<file path="src/rtl/rv_alu_pkg.sv">
package rv_alu_pkg;

  typedef enum logic [3:0] {
    OP_ADD  = 4'b0000,
    OP_ADDU = 4'b0001,
    OP_SUB  = 4'b0010,
    OP_SUBU = 4'b0011,
    OP_SLT  = 4'b0100,
    OP_SLTU = 4'b0101,
    OP_AND  = 4'b1000,
    OP_OR   = 4'b1001,
    OP_XOR  = 4'b1010,
    OP_NOR  = 4'b1011
  } alu_op_e;

  // Signed overflow from the sign bits of both adder inputs and of the sum.
  function automatic logic add_ovf(input logic a_msb, input logic b_msb, input logic r_msb);
    return (a_msb == b_msb) && (r_msb != a_msb);
  endfunction

  // Signed less-than, recovered from the subtractor's sign bit and overflow.
  function automatic logic slt_signed(input logic diff_msb, input logic ovf);
    return diff_msb ^ ovf;
  endfunction

  // Unsigned less-than: a - b borrows when the carry out of a + ~b + 1 is low.
  function automatic logic slt_unsigned(input logic carry_out);
    return ~carry_out;
  endfunction

  function automatic logic is_logic_op(input alu_op_e op);
    return (op == OP_AND) || (op == OP_OR) || (op == OP_XOR) || (op == OP_NOR);
  endfunction

  function automatic logic uses_subtract(input alu_op_e op);
    return (op == OP_SUB) || (op == OP_SUBU) || (op == OP_SLT) || (op == OP_SLTU);
  endfunction

  function automatic logic may_trap(input alu_op_e op);
    return (op == OP_ADD) || (op == OP_SUB);
  endfunction

  function automatic logic is_known_op(input alu_op_e op);
    return (op == OP_ADD) || (op == OP_ADDU) || (op == OP_SUB) || (op == OP_SUBU) ||
           (op == OP_SLT) || (op == OP_SLTU) || is_logic_op(op);
  endfunction

endpackage

</file>
<file path="src/rtl/rv_alu_opnd_sel.sv">
module rv_alu_opnd_sel
  import rv_alu_pkg::*;
#(
  parameter int XLEN = 32,
  parameter int IMMW = 16
) (
  input  alu_op_e          op,
  input  logic             use_imm,
  input  logic [XLEN-1:0]  rt_val,
  input  logic [IMMW-1:0]  imm_raw,
  output logic             zero_fill,
  output logic [XLEN-1:0]  opnd_b
);
  localparam int PADW = XLEN - IMMW;

  logic [XLEN-1:0] imm_ext;

  // Logic ops and unsigned variants (opcode bit 0 set among arithmetic) zero-fill.
  assign zero_fill = is_logic_op(op) || op[0];

  generate
    if (PADW > 0) begin : g_pad
      assign imm_ext = zero_fill ? {{PADW{1'b0}}, imm_raw}
                                 : {{PADW{imm_raw[IMMW-1]}}, imm_raw};
    end else begin : g_nopad
      assign imm_ext = imm_raw[XLEN-1:0];
    end
  endgenerate

  assign opnd_b = use_imm ? imm_ext : rt_val;
endmodule

</file>
<file path="src/rtl/rv_alu_addsub.sv">
module rv_alu_addsub
  import rv_alu_pkg::*;
#(
  parameter int XLEN = 32
) (
  input  logic [XLEN-1:0] a,
  input  logic [XLEN-1:0] b,
  input  logic            sub,
  output logic [XLEN-1:0] sum,
  output logic            carry_out,
  output logic            ovf_raw
);
  logic [XLEN-1:0] b_eff;

  assign b_eff = sub ? ~b : b;
  assign {carry_out, sum} = {1'b0, a} + {1'b0, b_eff} + {{XLEN{1'b0}}, sub};
  assign ovf_raw = add_ovf(a[XLEN-1], b_eff[XLEN-1], sum[XLEN-1]);
endmodule

</file>
<file path="src/rtl/rv_alu_logic.sv">
module rv_alu_logic #(
  parameter int XLEN = 32
) (
  input  logic [XLEN-1:0] a,
  input  logic [XLEN-1:0] b,
  input  logic [1:0]      fn,
  output logic [XLEN-1:0] res
);
  always_comb begin
    unique case (fn)
      2'd0:    res = a & b;
      2'd1:    res = a | b;
      2'd2:    res = a ^ b;
      default: res = ~(a | b);
    endcase
  end
endmodule

</file>
<file path="src/rtl/rv_alu.sv">
module rv_alu
  import rv_alu_pkg::*;
#(
  parameter int XLEN = 32,
  parameter int IMMW = 16
) (
  input  logic [3:0]      op_code,
  input  logic            use_imm,
  input  logic [XLEN-1:0] rs_val,
  input  logic [XLEN-1:0] rt_val,
  input  logic [IMMW-1:0] imm_raw,
  output logic [XLEN-1:0] result,
  output logic            wr_en,
  output logic            ovf_trap
);
  alu_op_e         op;
  logic            zero_fill;
  logic [XLEN-1:0] opnd_b;
  logic [XLEN-1:0] sum;
  logic            carry_out;
  logic            ovf_raw;
  logic [XLEN-1:0] logic_res;
  logic            lt_flag;

  assign op = alu_op_e'(op_code);

  rv_alu_opnd_sel #(.XLEN(XLEN), .IMMW(IMMW)) u_sel (
    .op(op), .use_imm(use_imm), .rt_val(rt_val), .imm_raw(imm_raw),
    .zero_fill(zero_fill), .opnd_b(opnd_b)
  );

  rv_alu_addsub #(.XLEN(XLEN)) u_addsub (
    .a(rs_val), .b(opnd_b), .sub(uses_subtract(op)),
    .sum(sum), .carry_out(carry_out), .ovf_raw(ovf_raw)
  );

  rv_alu_logic #(.XLEN(XLEN)) u_logic (
    .a(rs_val), .b(opnd_b), .fn(op_code[1:0]), .res(logic_res)
  );

  assign lt_flag = (op == OP_SLTU) ? slt_unsigned(carry_out)
                                   : slt_signed(sum[XLEN-1], ovf_raw);

  always_comb begin
    result = '0;
    case (op)
      OP_ADD, OP_ADDU, OP_SUB, OP_SUBU: result = sum;
      OP_SLT, OP_SLTU:                  result = {{(XLEN-1){1'b0}}, lt_flag};
      OP_AND, OP_OR, OP_XOR, OP_NOR:    result = logic_res;
      default:                          result = '0;
    endcase
  end

  assign ovf_trap = may_trap(op) && ovf_raw;
  assign wr_en    = is_known_op(op) && !ovf_trap;
endmodule

</file>
<file path="config.mk">
export PLATFORM = sky130hd
export DESIGN_NAME = rv_alu
export DESIGN_NICKNAME = d
export VERILOG_FILES = /design/src/rtl/rv_alu_pkg.sv /design/src/rtl/rv_alu_opnd_sel.sv /design/src/rtl/rv_alu_addsub.sv /design/src/rtl/rv_alu_logic.sv /design/src/rtl/rv_alu.sv
export SDC_FILE = /design/constraint.sdc
export NUM_CORES = 1
export LEC_CHECK = 0
export ABC_AREA = 0
export BUFFER_PORTS_ARGS = -buffer_cell sky130_fd_sc_hd__buf_2
export CORE_MARGIN = 2
export CORE_UTILIZATION = 41
export DETAILED_ROUTE_END_ITERATION = 6
export GPL_ROUTABILITY_DRIVEN = 0
export PLACE_DENSITY = 0.65
export SYNTH_ARGS = -nofsm -noshare
export SYNTH_HDL_FRONTEND = slang
export SYNTH_HIERARCHICAL = 1
export SYNTH_SLANG_ARGS = --single-unit
</file>
<file path="constraint.sdc">
create_clock -name vclk -period 3.2
set_input_delay 0 -clock vclk [all_inputs]
set_output_delay 0 -clock vclk [all_outputs]
set_load 0.1 [all_outputs]
</file>
# After elaboration in Yosys (flattened, before gate mapping)
# Index checks and enable logic that the tools add are counted.
[word_totals]
reg_bits = 0
in_bits = 85
output_inout_bits = 34
wordCells = 51
[op_classes]
n_addsub = 2
n_eq_ne = 13
muxes = 6
n_bitwise = 7
reduce_logical = 23
[op_table]
columns = ["operator", "count"]
rows = [
  ["case mux 32 bit (3 select lines)", 2],
  ["two-way mux 32 bit", 3],
  ["inverter 32 bit", 2],
  ["adder 32 x 32 -> 33 bit", 1],
  ["adder 33 x 1 -> 33 bit", 1],
  ["AND 32 bit", 1],
  ["OR 32 bit", 1],
  ["XOR 32 bit", 1],
  ["equality test 4 bit (second input constant)", 4],
  ["logical OR 1 bit", 14],
  ["equality test 4 x 2 -> 1 bit (second input constant)", 2],
  ["equality test 4 x 3 -> 1 bit (second input constant)", 2],
  ["OR reduction 4 bit", 2],
  ["equality test 4 x 1 -> 1 bit (second input constant)", 1],
  ["logical NOT 4 bit", 1],
  ["logical AND 1 bit", 3],
  ["equality test 2 x 1 -> 1 bit (second input constant)", 1],
  ["equality test 2 bit (second input constant)", 1],
  ["logical NOT 2 bit", 1],
  ["OR reduction 2 bit", 1],
  ["equality test 1 bit", 1],
  ["logical NOT 1 bit", 1],
  ["two-way mux 1 bit", 1],
  ["inequality test 1 bit", 1],
  ["2 further kinds", 2],
]

# Logic depth before layout (Yosys ltp)
# Gate-level depths: netlist of the first run.
[logic_depth]
word_depth = 16
mapped_depth = 18
depth_no_buf = 15

# Hierarchy
# The synthesis of the first run kept the hierarchy.
[by_module_without_submodules]
columns = ["module", "n_inst", "cells_per_inst", "area_per_inst_um2", "seq_area_each_um2"]
rows = [
  ["rv_alu_logic", 1, 306, 2242.2, 0.0],
  ["rv_alu_addsub", 1, 309, 2183.3, 0.0],
  ["rv_alu", 1, 80, 604.3, 0.0],
  ["rv_alu_opnd_sel", 1, 61, 565.5, 0.0],
]

# Least setup slack after synthesis of the first run
# Ideal clock, no wire load.
[synth_timing]
path_kind = "in2out"
from = "input port op_code[3]"
to = "output port wr_en"
arrival_time_ps = 4525
required_time_ps = 3200
path_slack_ps = -1325
path_stages = 17
path_buffers = 5
path_cell_list = "buf_6 buf_12 nor2_1 buf_2 clkbuf_1 xor2_1 ha_1 buf_2 a21oi_1 o21ai_1 a31oi_1 o41ai_1 a21oi_1 o21ai_0 nand4bb_1 nor4b_4 nor2_1"
[synth_between]
elab_chain_cells = 16
word_cells_on_any_way = 36
classes_between = "add/sub: 2; eq/ne: 11; mux: 3; bitwise: 1; reduce/logical: 19"
[synth_rtl]
columns = ["element", "line_no", "source"]
rows = [
  ["start, declared", "rv_alu.sv:7", "input logic [3:0] op_code,"],
  ["equality test 4 bit", "rv_alu_pkg.sv:32", "return (op == OP_AND) || (op == OP_OR) || (op == OP_XOR) || (op == OP_NOR);"],
  ["logical OR 1 bit (3 in series)", "rv_alu_pkg.sv:32", ""],
  ["logical OR 1 bit", "rv_alu_opnd_sel.sv:19", "assign zero_fill = is_logic_op(op) || op[0];"],
  ["two-way mux 32 bit", "rv_alu_opnd_sel.sv:23", "assign imm_ext = zero_fill ? {{PADW{1'b0}}, imm_raw}"],
  ["two-way mux 32 bit", "rv_alu_opnd_sel.sv:30", "assign opnd_b = use_imm ? imm_ext : rt_val;"],
  ["inverter 32 bit", "rv_alu_addsub.sv:15", "assign b_eff = sub ? ~b : b;"],
  ["two-way mux 32 bit", "rv_alu_addsub.sv:15", ""],
  ["adder 32 x 32 -> 33 bit", "rv_alu_addsub.sv:16", "assign {carry_out, sum} = {1'b0, a} + {1'b0, b_eff} + {{XLEN{1'b0}}, sub};"],
  ["adder 33 x 1 -> 33 bit", "rv_alu_addsub.sv:16", ""],
  ["inequality test 1 bit", "rv_alu_pkg.sv:18", "return (a_msb == b_msb) && (r_msb != a_msb);"],
  ["logical AND 1 bit *", "rv_alu_pkg.sv:18", ""],
  ["net ovf_raw", "rv_alu.sv:21", "logic ovf_raw;"],
  ["logical AND 1 bit *", "rv_alu.sv:54", "assign ovf_trap = may_trap(op) && ovf_raw;"],
  ["net ovf_trap", "rv_alu.sv:14", "output logic ovf_trap"],
  ["logical NOT 1 bit *", "rv_alu.sv:55", "assign wr_en = is_known_op(op) && !ovf_trap;"],
  ["logical AND 1 bit *", "rv_alu.sv:55", ""],
  ["end, declared", "rv_alu.sv:13", "output logic wr_en,"],
]
# Mark *: on every way through the listed nets, which the timed path passes. The rest lies on a longest branch.

# Worst setup path in the final report of the first run
[layout_timing]
from = "input port op_code[2]"
to = "output port result[26]"
[layout_between]
elab_chain_cells = 12
word_cells_on_any_way = 32
classes_between = "add/sub: 2; eq/ne: 9; mux: 5; bitwise: 5; reduce/logical: 11"
[layout_rtl]
columns = ["element", "line_no", "source"]
rows = [
  ["equality test 4 bit", "rv_alu_pkg.sv:32", ""],
  ["logical OR 1 bit (3 in series)", "rv_alu_pkg.sv:32", ""],
  ["logical OR 1 bit", "rv_alu_opnd_sel.sv:19", ""],
  ["two-way mux 32 bit", "rv_alu_opnd_sel.sv:23", ""],
  ["two-way mux 32 bit", "rv_alu_opnd_sel.sv:30", ""],
  ["inverter 32 bit", "rv_alu_addsub.sv:15", ""],
  ["two-way mux 32 bit", "rv_alu_addsub.sv:15", ""],
  ["adder 32 x 32 -> 33 bit", "rv_alu_addsub.sv:16", ""],
  ["adder 33 x 1 -> 33 bit *", "rv_alu_addsub.sv:16", ""],
  ["net sum[26]", "rv_alu.sv:19", "logic [XLEN-1:0] sum;"],
  ["case mux 32 bit (3 select lines) *", "rv_alu.sv:46", "case (op)"],
  ["end, declared", "rv_alu.sv:12", "output logic [XLEN-1:0] result,"],
]
# Marks and branches as above.

==> out/results.txt, run 1 <==
share of cells above drive strength 1: 39.0%
DRC violations left: 0
via count: 5,721
Post-Syn Area: 5590 um^2
CP delay by family, top: buffers and inverters
Seq Cell Count: 0
worst endpoint required time: 3200 ps
HPWL Detailed: 12.4 mm
DRT Pass-1 Iters: 4
P_sw: 1590 uW
combinational fraction of design power: 100.0%
Hold Crit Class: in2out
Initial Utilization: 42.0%
antenna violations before repair: 0
cells along the critical path: buf_12 > xnor2_4 > nor2_4 > buf_6 > buf_6 > xor2_1 > ha_1 > buf_6 > nand2_4 > or3_4 > a21o_1 > a21oi_4 > buf_6 > a32oi_2 > a31oi_1 > xor2_1 > mux2i_1 > nor2_4 > buf_12
sequential cell area: 0 um^2
Antenna diodes: 0
RSZ-0062 raised after global routing: yes
Critical Path AT: 3140 ps
post-route clock period utilization: 98.1%
Rel. slew slack: 56.9%
Total GRT Usage: 19.7%
total power: 2800 uW
Core Region: 13,300 um^2
Routed wire per std cell: 13.8 um
routed wire length: 15.5 mm
Pleak: 0.00417 uW
drt initial violations: 182
end of the critical path: result[26]
post-route ant nets: 0
Post-Place Cells: 1,098
Critical Path Fanout Max: 4
Slowest-stage cell, CP: or3_4
MaxCap Viol Count: 0
cell count after synthesis: 755
Crit Path Category: in2out
WHS Path Cells: 5
vias in the first global route: 5,296
Max Slew Vio Count: 0
global-route wire length before repair: 24.6 mm
Die Ht: 121 um
global routing's busiest layer: met2
Layout Nets: 1,129
Area Growth Syn to Fin: 43.1%
WHS: 625 ps
GRT overflow: 0
Die X-Extent: 121 um
status: finished, final reports clean
Fin. Hold Viols: 0
Flop pwr share: 0%
crit start category: input pin
syn_area_per_cell: 7.40 um^2
met2 GRT Util: 35.0%
Die Area: 14,600 um^2
row cnt: 42
Critical Path Stages: 19
Worst Tran Pin Value: 646 ps
post-layout minimum cycle time: 3140 ps
Setup-failing EPs final: 0
Synth Net Count: 936
IO Port Bufs: 119
largest net degree at the start of global routing: 67
switch share: 56.8%
met1 usage: 27.3%
final cell count without fillers: 1,122
CP bufs+invs: 6
pwr/cell area: 351 nW/um^2
Clock buffer cells: 0
Clock power frac: 0%
highest clock rate: 0.319 GHz
number of vias per cell: 5.10
IO Count: 119
Critical Path Most Common Cell: buf_6
P_int: 1210 uW
Setup crit start: op_code[2]
Synth warnings: 6
peak supply drop: 0.000216 V
max incr delay on CP: 390 ps
met3 usage: 0.377%
Setup crit end kind: primary output
## final cells by class
class              count  area (um^2)
fillers             1186         5300
multi-input cells    619         5270
repair buffers       238         2180
inverters             89          334
well taps            176          220
## placed cells by master, fill, tap and decap left out, types with 6 or more instances in the layout
cell type	count
buf_4	105
ha_1	93
inv_1	89
buf_2	81
nand2_1	80
xor2_1	42
o21ai_0	41
buf_12	39
o21ai_1	37
mux2i_1	32
mux2_4	31
nor2_1	29
a21oi_1	27
nor2_2	17
a21o_1	17
xnor2_1	17
o32ai_2	14
mux2_2	12
a21oi_2	11
nor2_4	8
buf_6	8
nor3_1	7
nand2b_1	7
o21a_1	6
nor2b_4	6
## timing repair
action	in CTS	in global routing
cloned	0	5
hold buffers	0	0
setup endpoints to repair	4	11
resized for setup	3	65
setup buffers	0	19
pin swaps	3	30
## power groups by stage
stage | clock network (uW) | registers (uW) | logic (uW)
floorplan | 0 | 0 | 1800
global placement | 0 | 0 | 2600
detailed placement | 0 | 0 | 2620
CTS | 0 | 0 | 2640
global route | 0 | 0 | 3000
finish | 0 | 0 | 2800
## metal layers
| layer | routed length (um) | up-vias |
|---|---|---|
| met5 | 0 | - |
| met4 | 77 | 0 |
| met3 | 391 | 5 |
| met2 | 7610 | 103 |
| met1 | 7400 | 2633 |
| li1 | - | 2980 |
## per-stage QoR
stage	utilization, %	TNS (ps)	worst slack (ps)	instance area [um^2]
finish	60.2	0	60.4	8000
detailed placement	55.9	-183	-71.0	7430
global route	60.2	-283	-118	8000
global placement	55.9	-18.6	-18.6	7430
CTS	55.9	0	2.80	7440
floorplan	-	-663	-411	5800
## worst min-delay path: stages
cell and delay [ps]:
buf_2 140, xor2_1 70, mux2i_1 160, o21ai_2 90, buf_12 160
## worst min-delay path by stage
stage / startpoint / end / slack (ps)
floorplan: op_code[0] / ovf_trap / 120
global placement: rs_val[0] / result[0] / 620
detailed placement: rs_val[0] / result[0] / 630
CTS: rs_val[0] / result[0] / 630
global route: rs_val[0] / result[0] / 650
finish: rs_val[0] / result[0] / 620
(Power assumes the default switching activity.)
==> run 2: changes to the inputs <==
--- a/config.mk
+++ b/config.mk
@@ -11,7 +11,6 @@
 export CORE_UTILIZATION = 41
 export DETAILED_ROUTE_END_ITERATION = 6
 export GPL_ROUTABILITY_DRIVEN = 0
-export PLACE_DENSITY = 0.65
 export SYNTH_ARGS = -nofsm -noshare
 export SYNTH_HDL_FRONTEND = slang
 export SYNTH_HIERARCHICAL = 1
==> constraint.sdc (replaced) <==
create_clock -name vclk -period 3.5
set_input_delay 0 -clock vclk [all_inputs]
set_output_delay 0 -clock vclk [all_outputs]
set_load 0.1 [all_outputs]
==> out/results.txt, run 2 (synthesis gave the netlist of run 1 again) <==
status: finished, final reports clean (unchanged)
largest net degree at the start of global routing: 67 (unchanged)
Clock buffer cells: 0 (unchanged)
most common cell after layout, fill and taps aside: ha_1 (was buf_4)
Filler Cell Count: 1,310 (was 1,186)
commonest non-fill, non-tap cells in the layout: 95 x ha_1, 89 x inv_1, 87 x buf_2, 82 x nand2_1, 46 x o21ai_0 (was 105 x buf_4, 93 x ha_1, 89 x inv_1, 81 x buf_2, 80 x nand2_1)
sequential cell area: 0 um^2 (unchanged)
Initial Utilization: 42.0% (unchanged)
Hold Path Sink: result[0] (unchanged)
total power: 2230 uW (was 2800 uW)
fin area: 6960 um^2 (was 8000 um^2)
via count: 5,308 (was 5,721)
HPWL Detailed: 11.3 mm (was 12.4 mm)
Critical Path Fanout Max: 10 (was 4)
antenna violations before repair: 0 (unchanged)
Layout Nets: 1,055 (was 1,129)
combinational fraction of design power: 100.0% (about the same)
Crit Path Category: in2out (unchanged)
Clock power frac: 0% (about the same)
Setup-failing EPs final: 0 (unchanged)
Worst Tran Pin Value: 644 ps (was 646 ps)
Die Ht: 121 um (unchanged)
Critical Path AT: 3370 ps (was 3140 ps)
Worst Hold Launch: rs_val[0] (unchanged)
routed wire length: 13.9 mm (was 15.5 mm)
Setup crit end kind: primary output (unchanged)
hold_buf cts: 0 (unchanged)
IO Count: 119 (unchanged)
Pleak: 0.00366 uW (was 0.00417 uW)
Rel. slew slack: 57.1% (was 56.9%)
share of cells above drive strength 1: 29.1% (was 39.0%)
DRC violations left: 0 (unchanged)
WHS Path Cells: 5 (unchanged)
P_int: 896 uW (was 1210 uW)
drt initial violations: 267 (was 182)
Routed wire per std cell: 13.3 um (was 13.8 um)
GRT overflow: 0 (unchanged)
RSZ-0062 raised after global routing: yes (unchanged)
crit start category: input pin (unchanged)
highest clock rate: 0.297 GHz
Total GRT Usage: 19.0% (was 19.7%)
post-layout util: 52.4% (was 60.2%)
worst endpoint required time: 3500 ps (was 3200 ps)
Flop pwr share: 0% (about the same)
vias in the first global route: 5,089 (was 5,296)
P_sw: 1340 uW (was 1590 uW)
Core Region: 13,300 um^2 (unchanged)
placed inst area: 6880 um^2 (was 7430 um^2)
global-route wire length before repair: 23.7 mm (was 24.6 mm)
pwr/cell area: 321 nW/um^2 (was 351 nW/um^2)
switch share: 59.9% (was 56.8%)
post-route clock period utilization: 96.2%
Hold Crit Class: in2out (unchanged)
post-route ant nets: 0 (unchanged)
Seq Cell Count: 0 (unchanged)
Die Area: 14,600 um^2 (unchanged)
Max Slew Vio Count: 0 (unchanged)
peak supply drop: 0.000256 V (was 0.000216 V)
Area Growth Syn to Fin: 24.6% (was 43.1%)
Antenna diodes: 0 (unchanged)
row cnt: 42 (unchanged)
Fin. Hold Viols: 0 (unchanged)
Die X-Extent: 121 um (unchanged)
DRT Pass-1 Iters: 4 (unchanged)
IO Port Bufs: 119 (unchanged)
number of vias per cell: 5.06 (was 5.10)
post-layout minimum cycle time: 3370 ps
MaxCap Viol Count: 0 (unchanged)
run 2: through the flow:
step / hold WS [ps] / instances / setup slack, ps / TNS [ps]
2_1_floorplan: 122 / 755 / -335 / -594
3_3_place_gp: 648 / 1046 / -231 / -801
3_5_place_dp: 639 / 1046 / -319 / -1490
4_1_cts: 639 / 1048 / 23.3 / 0
5_1_grt: 624 / 1048 / -15.7 / -25.3
6_report: 586 / 1048 / 135 / 0
run 2: how the worst max path moves through the flow:
stage	from	end	cells after the start
2_1_floorplan	op_code[3]	wr_en	16
3_3_place_gp	op_code[1]	result[0]	16
3_5_place_dp	op_code[1]	result[0]	16
4_1_cts	op_code[3]	result[0]	17
5_1_grt	use_imm	result[0]	17
6_report	op_code[3]	result[0]	17
run 2: area by class of cell:
type,count,area [um^2],share of cell area (%)
repair buffers,164,1430,20.5
inverters,89,334,4.80
well taps,176,220,3.16
multi-input cells,619,4980,71.5
run 2: timing repair:
item,CTS,global route
pin swaps,1,2
cloned,1,0
buffers inserted,1,0
gates resized for setup,2,9
endpoints found under the setup margin,12,5
run 2: power by group through the flow:
| stage | combinational, uW | clock (uW) | sequential [uW] |
|---|---|---|---|
| 6_report | 2230 | 0 | 0 |
| 5_1_grt | 2420 | 0 | 0 |
| 4_1_cts | 2230 | 0 | 0 |
| 3_5_place_dp | 2210 | 0 | 0 |
| 3_3_place_gp | 2210 | 0 | 0 |
| 2_1_floorplan | 1590 | 0 | 0 |
run 2: worst max-delay path: stages:
cell	delay [ps]
buf_2	150
buf_4	140
nor2b_4	160
o32ai_2	390
xor2_1	120
ha_1	390
a21o_1	190
a21oi_1	180
o21ai_0	110
a21o_1	190
a211o_1	310
nand4_1	130
a31oi_1	90
a211oi_1	240
o211ai_1	150
o21ai_1	190
buf_12	210
run 2: metal layers:
| layer | share of wire [%] | track usage (%) | routed length [um] | up-vias |
|---|---|---|---|---|
| met5 | 0 | 0 | 0 | - |
| met4 | 0.90 | 1.89 | 125 | 0 |
| met3 | 2.0 | 0.613 | 275 | 8 |
| met2 | 46 | 33.1 | 6460 | 82 |
| met1 | 51 | 27.0 | 7040 | 2398 |
| li1 | - | - | - | 2820 |
